File: src/rtl/hsl_pkg.sv
package hsl_pkg;

    typedef enum logic [1:0] {
        ST_IDLE    = 2'd0,
        ST_SHIFT   = 2'd1,
        ST_RELEASE = 2'd2
    } link_state_e;

    localparam logic [2:0] MODE_OFF    = 3'b000;
    localparam logic [2:0] MODE_EXT_IN = 3'b011;
    localparam logic [2:0] MODE_OUT    = 3'b111;

    localparam int FLAG_SHIFT = 0;
    localparam int FLAG_EDGE  = 1;
    localparam int NUM_FLAGS  = 2;

    typedef struct packed {
        logic clk_edge;
        logic shift_done;
    } link_evt_t;

    function automatic logic mode_is_out(input logic [2:0] m);
        return m[2];
    endfunction

endpackage

File: src/rtl/hsl_sync.sv
module hsl_sync #(
    parameter int         STAGES  = 2,
    parameter int         W       = 1,
    parameter logic [W-1:0] RST_VAL = '0
) (
    input  logic         clk,
    input  logic         rst,
    input  logic [W-1:0] d,
    output logic [W-1:0] q
);
    logic [W-1:0] stg [STAGES];

    generate
        for (genvar i = 0; i < STAGES; i++) begin : g_stage
            always_ff @(posedge clk) begin
                if (rst)
                    stg[i] <= RST_VAL;
                else if (i == 0)
                    stg[i] <= d;
                else
                    stg[i] <= stg[(i > 0) ? i - 1 : 0];
            end
        end
    endgenerate

    assign q = stg[STAGES-1];
endmodule

File: src/rtl/hsl_shifter.sv
module hsl_shifter #(
    parameter int BYTE_W = 8
) (
    input  logic              clk,
    input  logic              rst,
    input  logic              load_tx,
    input  logic              load_rx,
    input  logic [BYTE_W-1:0] tx_data,
    input  logic              active,
    input  logic              dir_out,
    input  logic              rise,
    input  logic              din,
    output logic              dout,
    output logic [BYTE_W-1:0] sr_q,
    output logic              sh_done
);
    localparam int CW = $clog2(BYTE_W + 1);

    logic [CW-1:0] cnt;
    logic          last;

    assign last    = (cnt == CW'(BYTE_W - 1));
    assign sh_done = active && rise && last;
    assign dout    = dir_out & sr_q[BYTE_W-1];

    always_ff @(posedge clk) begin
        if (rst) begin
            sr_q <= '0;
            cnt  <= '0;
        end else if (load_tx) begin
            sr_q <= tx_data;
            cnt  <= '0;
        end else if (load_rx) begin
            sr_q <= '0;
            cnt  <= '0;
        end else if (active && rise) begin
            sr_q <= {sr_q[BYTE_W-2:0], dir_out ? 1'b0 : din};
            cnt  <= last ? '0 : cnt + 1'b1;
        end
    end

    p_bitcnt_bound_r4: assert property (@(posedge clk) disable iff (rst)
        cnt < CW'(BYTE_W));
endmodule

File: src/rtl/hsl_ctrl.sv
module hsl_ctrl
    import hsl_pkg::*;
#(
    parameter int BYTE_W      = 8,
    parameter int TIMEOUT_CYC = 32000
) (
    input  logic              clk,
    input  logic              rst,
    input  logic              tx_start,
    input  logic              rx_start,
    input  logic              sh_done,
    input  logic              ack_s,
    input  logic [BYTE_W-1:0] sr_q,
    output logic              load_tx,
    output logic              load_rx,
    output logic              shifting,
    output logic              busy,
    output logic              req_n,
    output logic [2:0]        mode,
    output logic              done,
    output logic              err,
    output logic              warn,
    output logic [BYTE_W-1:0] rx_q
);
    localparam int TW = $clog2(TIMEOUT_CYC + 1);

    link_state_e   st;
    logic [TW-1:0] timer;
    logic          expire;

    assign load_tx  = (st == ST_IDLE) && tx_start;
    assign load_rx  = (st == ST_IDLE) && rx_start && !tx_start;
    assign shifting = (st == ST_SHIFT);
    assign busy     = (st != ST_IDLE);
    assign expire   = (timer == TW'(TIMEOUT_CYC - 1));

    always_ff @(posedge clk) begin
        if (rst) begin
            st    <= ST_IDLE;
            req_n <= 1'b1;
            mode  <= MODE_OFF;
            done  <= 1'b0;
            err   <= 1'b0;
            warn  <= 1'b0;
            timer <= '0;
            rx_q  <= '0;
        end else begin
            done <= 1'b0;
            warn <= 1'b0;
            case (st)
                ST_IDLE: begin
                    if (load_tx) begin
                        mode  <= MODE_OUT;
                        req_n <= 1'b0;
                        st    <= ST_SHIFT;
                    end else if (load_rx) begin
                        mode  <= MODE_EXT_IN;
                        req_n <= 1'b0;
                        st    <= ST_SHIFT;
                    end
                end
                ST_SHIFT: begin
                    if (sh_done) begin
                        req_n <= 1'b1;
                        warn  <= ack_s;
                        timer <= '0;
                        st    <= ST_RELEASE;
                    end
                end
                ST_RELEASE: begin
                    if (ack_s || expire) begin
                        done <= 1'b1;
                        err  <= !ack_s;
                        st   <= ST_IDLE;
                        if (!mode_is_out(mode))
                            rx_q <= sr_q;
                    end else begin
                        timer <= timer + 1'b1;
                    end
                end
                default: st <= ST_IDLE;
            endcase
        end
    end

    p_start_drops_req_r2: assert property (@(posedge clk) disable iff (rst)
        (!busy && (tx_start || rx_start)) |=> !req_n);
    p_done_released_r5: assert property (@(posedge clk) disable iff (rst)
        done |-> req_n);
    p_timer_bound_r6: assert property (@(posedge clk) disable iff (rst)
        timer < TW'(TIMEOUT_CYC));
    p_warn_released_r7: assert property (@(posedge clk) disable iff (rst)
        warn |-> (req_n && busy));
    p_busy_hold_r11: assert property (@(posedge clk) disable iff (rst)
        (busy && !done && $past(busy)) |-> $stable(mode));
endmodule

File: src/rtl/hsl_irq.sv
module hsl_irq
    import hsl_pkg::*;
(
    input  logic                 clk,
    input  logic                 rst,
    input  link_evt_t            evt,
    input  logic [NUM_FLAGS-1:0] clr,
    input  logic [NUM_FLAGS-1:0] en,
    output logic [NUM_FLAGS-1:0] flags,
    output logic                 irq
);
    logic [NUM_FLAGS-1:0] set_v;

    assign set_v[FLAG_SHIFT] = evt.shift_done;
    assign set_v[FLAG_EDGE]  = evt.clk_edge;
    assign irq               = |(flags & en);

    always_ff @(posedge clk) begin
        if (rst)
            flags <= '0;
        else
            flags <= (flags & ~clr) | set_v;
    end

    generate
        for (genvar i = 0; i < NUM_FLAGS; i++) begin : g_chk
            p_flag_hold_r9: assert property (@(posedge clk) disable iff (rst)
                (flags[i] && !clr[i]) |=> flags[i]);
            p_flag_clear_r9: assert property (@(posedge clk) disable iff (rst)
                (clr[i] && !set_v[i]) |=> !flags[i]);
        end
    endgenerate
endmodule

File: src/rtl/hs_byte_link.sv
module hs_byte_link
    import hsl_pkg::*;
#(
    parameter int BYTE_W      = 8,
    parameter int SYNC_STAGES = 2,
    parameter int TIMEOUT_CYC = 32000
) (
    input  logic              clk,
    input  logic              rst,
    input  logic              tx_start,
    input  logic [BYTE_W-1:0] tx_byte,
    input  logic              rx_start,
    output logic              busy,
    output logic              xfer_done,
    output logic              xfer_err,
    output logic              ack_warn,
    output logic [BYTE_W-1:0] rx_byte,
    output logic [2:0]        shift_mode,
    output logic              req_n,
    input  logic              ack_n,
    input  logic              sclk,
    input  logic              sdi,
    output logic              sdo,
    input  logic [1:0]        flag_clr,
    input  logic [1:0]        flag_en,
    output logic [1:0]        flags,
    output logic              irq
);
    logic [2:0]        sync_q;
    logic              sclk_s, sdi_s, ack_s, sclk_prev;
    logic              load_tx, load_rx, shifting, sh_done;
    logic [BYTE_W-1:0] sr_q;
    link_evt_t         evt;

    hsl_sync #(.STAGES(SYNC_STAGES), .W(3), .RST_VAL(3'b100)) u_sync (
        .clk(clk), .rst(rst), .d({ack_n, sdi, sclk}), .q(sync_q)
    );
    assign {ack_s, sdi_s, sclk_s} = sync_q;

    always_ff @(posedge clk) begin
        if (rst) sclk_prev <= 1'b0;
        else     sclk_prev <= sclk_s;
    end

    hsl_shifter #(.BYTE_W(BYTE_W)) u_shift (
        .clk(clk), .rst(rst), .load_tx(load_tx), .load_rx(load_rx),
        .tx_data(tx_byte), .active(shifting), .dir_out(mode_is_out(shift_mode)),
        .rise(sclk_s && !sclk_prev), .din(sdi_s), .dout(sdo),
        .sr_q(sr_q), .sh_done(sh_done)
    );

    hsl_ctrl #(.BYTE_W(BYTE_W), .TIMEOUT_CYC(TIMEOUT_CYC)) u_ctrl (
        .clk(clk), .rst(rst), .tx_start(tx_start), .rx_start(rx_start),
        .sh_done(sh_done), .ack_s(ack_s), .sr_q(sr_q),
        .load_tx(load_tx), .load_rx(load_rx), .shifting(shifting), .busy(busy),
        .req_n(req_n), .mode(shift_mode), .done(xfer_done), .err(xfer_err),
        .warn(ack_warn), .rx_q(rx_byte)
    );

    assign evt.shift_done = sh_done;
    assign evt.clk_edge   = sclk_s ^ sclk_prev;

    hsl_irq u_irq (
        .clk(clk), .rst(rst), .evt(evt), .clr(flag_clr), .en(flag_en),
        .flags(flags), .irq(irq)
    );
endmodule

File: config.mk
export PLATFORM = sky130hd
export DESIGN_NAME = hs_byte_link
export DESIGN_NICKNAME = d
export VERILOG_FILES = /design/src/rtl/hsl_pkg.sv /design/src/rtl/hsl_sync.sv /design/src/rtl/hsl_shifter.sv /design/src/rtl/hsl_ctrl.sv /design/src/rtl/hsl_irq.sv /design/src/rtl/hs_byte_link.sv
export SDC_FILE = /design/constraint.sdc
export NUM_CORES = 1
export LEC_CHECK = 0
export ABC_CLOCK_PERIOD_IN_PS = 4870
export BUFFER_PORTS_ARGS = -buffer_cell sky130_fd_sc_hd__buf_2
export CORE_MARGIN = 5
export CORE_UTILIZATION = 35
export DETAILED_ROUTE_END_ITERATION = 8
export GPL_ROUTABILITY_DRIVEN = 1
export HOLD_SLACK_MARGIN = 0.02
export SKIP_CTS_REPAIR_TIMING = 1
export SYNTH_ARGS = -nofsm -noshare
export SYNTH_HDL_FRONTEND = slang
export SYNTH_SLANG_ARGS = --single-unit
File: constraint.sdc
create_clock -name clk -period 4.87 [get_ports clk]
set_input_delay 1.461 -clock clk [delete_from_list [all_inputs] [get_ports clk]]
set_output_delay 1.461 -clock clk [all_outputs]
set_load 0.02 [all_outputs]
==> results.cfg <==
[place]
dpl.hpwl_mm = 4.119
routabilityCongestion = 0.7783
preCtsSetupSlack_ns = 1.514
portBuffers = 38

[routing]
route.vias.total = 2174
ant_nets = 0
highest_layer = met4
drcViolationCount = 0
wl_per_cell_um = 14.11
vias_per_cell = 5.264
route.met3.wl_um = 164
wl_met2_mm = 2.832
drtIter0Drc = 141
drt-pass1-iter-count = 4
m1WireLength_mm = 2.775
totalWireLength_mm = 5.829

[power]
p_per_area_nw_per_um2 = 396.2
leakagePower_nw = 1.092
ir_drop_uv = 200.5

[cells_and_area]
antenna_cells = 0
multi_input_area_sq_um = 1351
fillers = 762
fin_nets = 339
area_growth_pct = 12.33
drive_above_1_share_pct = 18.15
final-seq-area_sq_um = 1041

[critical_path]
rr_worst_depth = 6
r2r_setup_slack_ns = 2.38
cp_max_fo = 1
timing.rr.start = u_ctrl.st[0]$_SDFFE_PP0P_
cp-start-kind = input pin
path_class = in2out
worstPathArrival_ns = 1.89
cpMostUsedCell = buf_2
endpoint = irq
crit_required_ns = 3.41
end_kind = primary output
worst_path_largest_cell_delay_ns = 0.19
r2r_end = u_ctrl.timer[10]$_SDFFE_PP0P_
crit_path_top_delay_cell = a22o_1
startpoint = flag_en[0]
crit_path_cell_trace = buf_2 > a22o_1 > buf_2

[outcome]
outcome = complete, no violations

[timing]
period_share_pct = 68.86
fin_crit_ns = 3.353
relSlewSlack_pct = 32.22
clock_skew_ns = 0.009677
setup_viol = 0
drv_slew = 0
finalSetupTns_ns = 0
timing.hold.ws_ns = 0.4144
tightest_slew_ns = 1.006
hold_viol = 0
layout_setup_ws_ns = 1.517
max_freq_mhz = 298.2
rsz0062_at_grt = no

[synthesis]
syn_area_sq_um = 2526
synth-seq-cells = 52
synth_top_area_share_pct = 41.21
netlist-cell-type-count = 55
synth_edf_count = 0
synthCells = 287
yosys-top-cells-area = dfxtp_1, nand2_1, o21ai_0
synthArstFlopShare_pct = 0
synthFlopType = dfxtp_1
yosysSeqAreaShare_pct = 41.21
ys_warn_count = 0
syn_nets = 313
synth_area_leader_cell = dfxtp_1
avgSynthCellArea_sq_um = 8.802

[floorplan]
die-area_sq_um = 9016
start_util_pct = 35.40
io_pins = 39
die_w_um = 94.96
coreArea_sq_um = 7137
die_y_um = 94.96
num_rows = 31

[clocking]
cts_tree = built
htree_levels = 2
clockRootBuffer = clkbuf_8
cts_num_sinks = 52
path_clk_slew_ns = 0.09
clk_latency_ns = 0.31
cts.path.max_buffers = 2
cts_buffers = 5

[global_route]
overflow = 0
first_global_vias = 2119
grt_pass1_wl_mm = 9.867
grt_max_degree = 34
antenna_found_initial = 0
track_usage_pct = 13.63

[job]
drv_cap = 0

[worst_hold_path]
hp-start = u_sync.stg[0][2]$_SDFF_PP1_
hold_class = reg2reg
==> area by class of cell <==
cell class	count	share of cell area, %
well taps	99	4.365
flip-flops and latches	52	36.68
repair buffers	38	6.702
inverters	10	1.323
clock inverters	1	0.2646
multi-input cells	206	47.62
clock buffers	7	3.042
==> through the flow <==
step	util [%]	instance area [sq um]	cells	power, mW
after global placement	38.45	2744	405	0.8779
after global routing	39.76	2838	413	1.203
final	39.76	2838	413	1.124
after CTS	39.76	2838	413	1.138
after detailed placement	38.45	2744	405	0.8802
after floorplan	-	2526	287	0.7952
==> layer usage <==
layer | vias up | global-route usage, %
met5 | - | 0
met4 | 0 | 4.447
met3 | 7 | 2.789
met2 | 37 | 22.96
met1 | 1026 | 17.35
li1 | 1104 | -
==> state kept, by name, indices dropped and copies added, names as in the netlist, 2 cells and up <==
register	flops
u_ctrl.rx_q	8
u_shift.cnt	4
u_irq.flags	2
u_sync.stg	6
u_ctrl.st	2
u_ctrl.mode	2
u_ctrl.timer	15
u_shift.sr_q	8
==> report_power, final <==
part	total (mW)	internal, mW	switching [mW]	leakage [nW]
clock	0.256	0.116	0.140	0.0445
sequential	0.513	0.474	0.0385	0.424
combinational	0.355	0.121	0.234	0.624
==> how the worst min path moves through the flow <==
stage          depth (start not counted)                     endpoint  slack [ns]
5_1_grt                                1  u_sync.stg[1][2]$_SDFF_PP1_        0.43
6_report                               1  u_sync.stg[1][2]$_SDFF_PP1_        0.41
3_3_place_gp                           1  u_sync.stg[1][2]$_SDFF_PP1_        0.39
4_1_cts                                1  u_sync.stg[1][2]$_SDFF_PP1_        0.42
2_1_floorplan                          1  u_sync.stg[1][2]$_SDFF_PP1_        0.39
3_5_place_dp                           1  u_sync.stg[1][2]$_SDFF_PP1_        0.40
==> kinds of logic after synthesis <==
logic type / synth area share (%)
compound gates: 21.99
xor+xnor: 1.040
fa+ha+maj: 3.467
buf+inv: 5.299
flops: 41.21
mux: 1.981
simple gates: 25.01
==> critical path, delay by kind of cell <==
family	cells	cell delay [ns]
compound gates	1	0.19
buf+inv	2	0.24
==> synthesized netlist by cell type, types with 6 or more instances <==
master,number
dfxtp_1,52
nand2_1,41
nor2_1,19
o21ai_0,18
nand4_1,14
a211oi_1,10
clkbuf_1,9
inv_1,9
a21oi_1,7
ha_1,7
o311ai_0,7
a31oi_1,6
nand3_1,6
==> placed cells by master (no fill, tap or decap), types with 2 or more instances in the layout <==
master / n
dfxtp_1: 52
nand2_1: 41
buf_2: 38
nor2_1: 19
o21ai_0: 18
nand4_1: 14
a211oi_1: 10
inv_1: 9
o311ai_0: 7
a21oi_1: 7
ha_1: 7
nand3_1: 6
a31oi_1: 6
clkbuf_8: 6
o211ai_1: 5
mux2i_1: 5
nor2b_1: 5
nor3_1: 4
and2_1: 3
and4_1: 3
nand2b_1: 3
or2_2: 3
o31ai_1: 3
nand4b_1: 3
o22ai_1: 3
and3_1: 2
nor3b_1: 2
o31a_1: 2
a21o_1: 2
xor2_1: 2
Power figures use the tool's default switching activity.
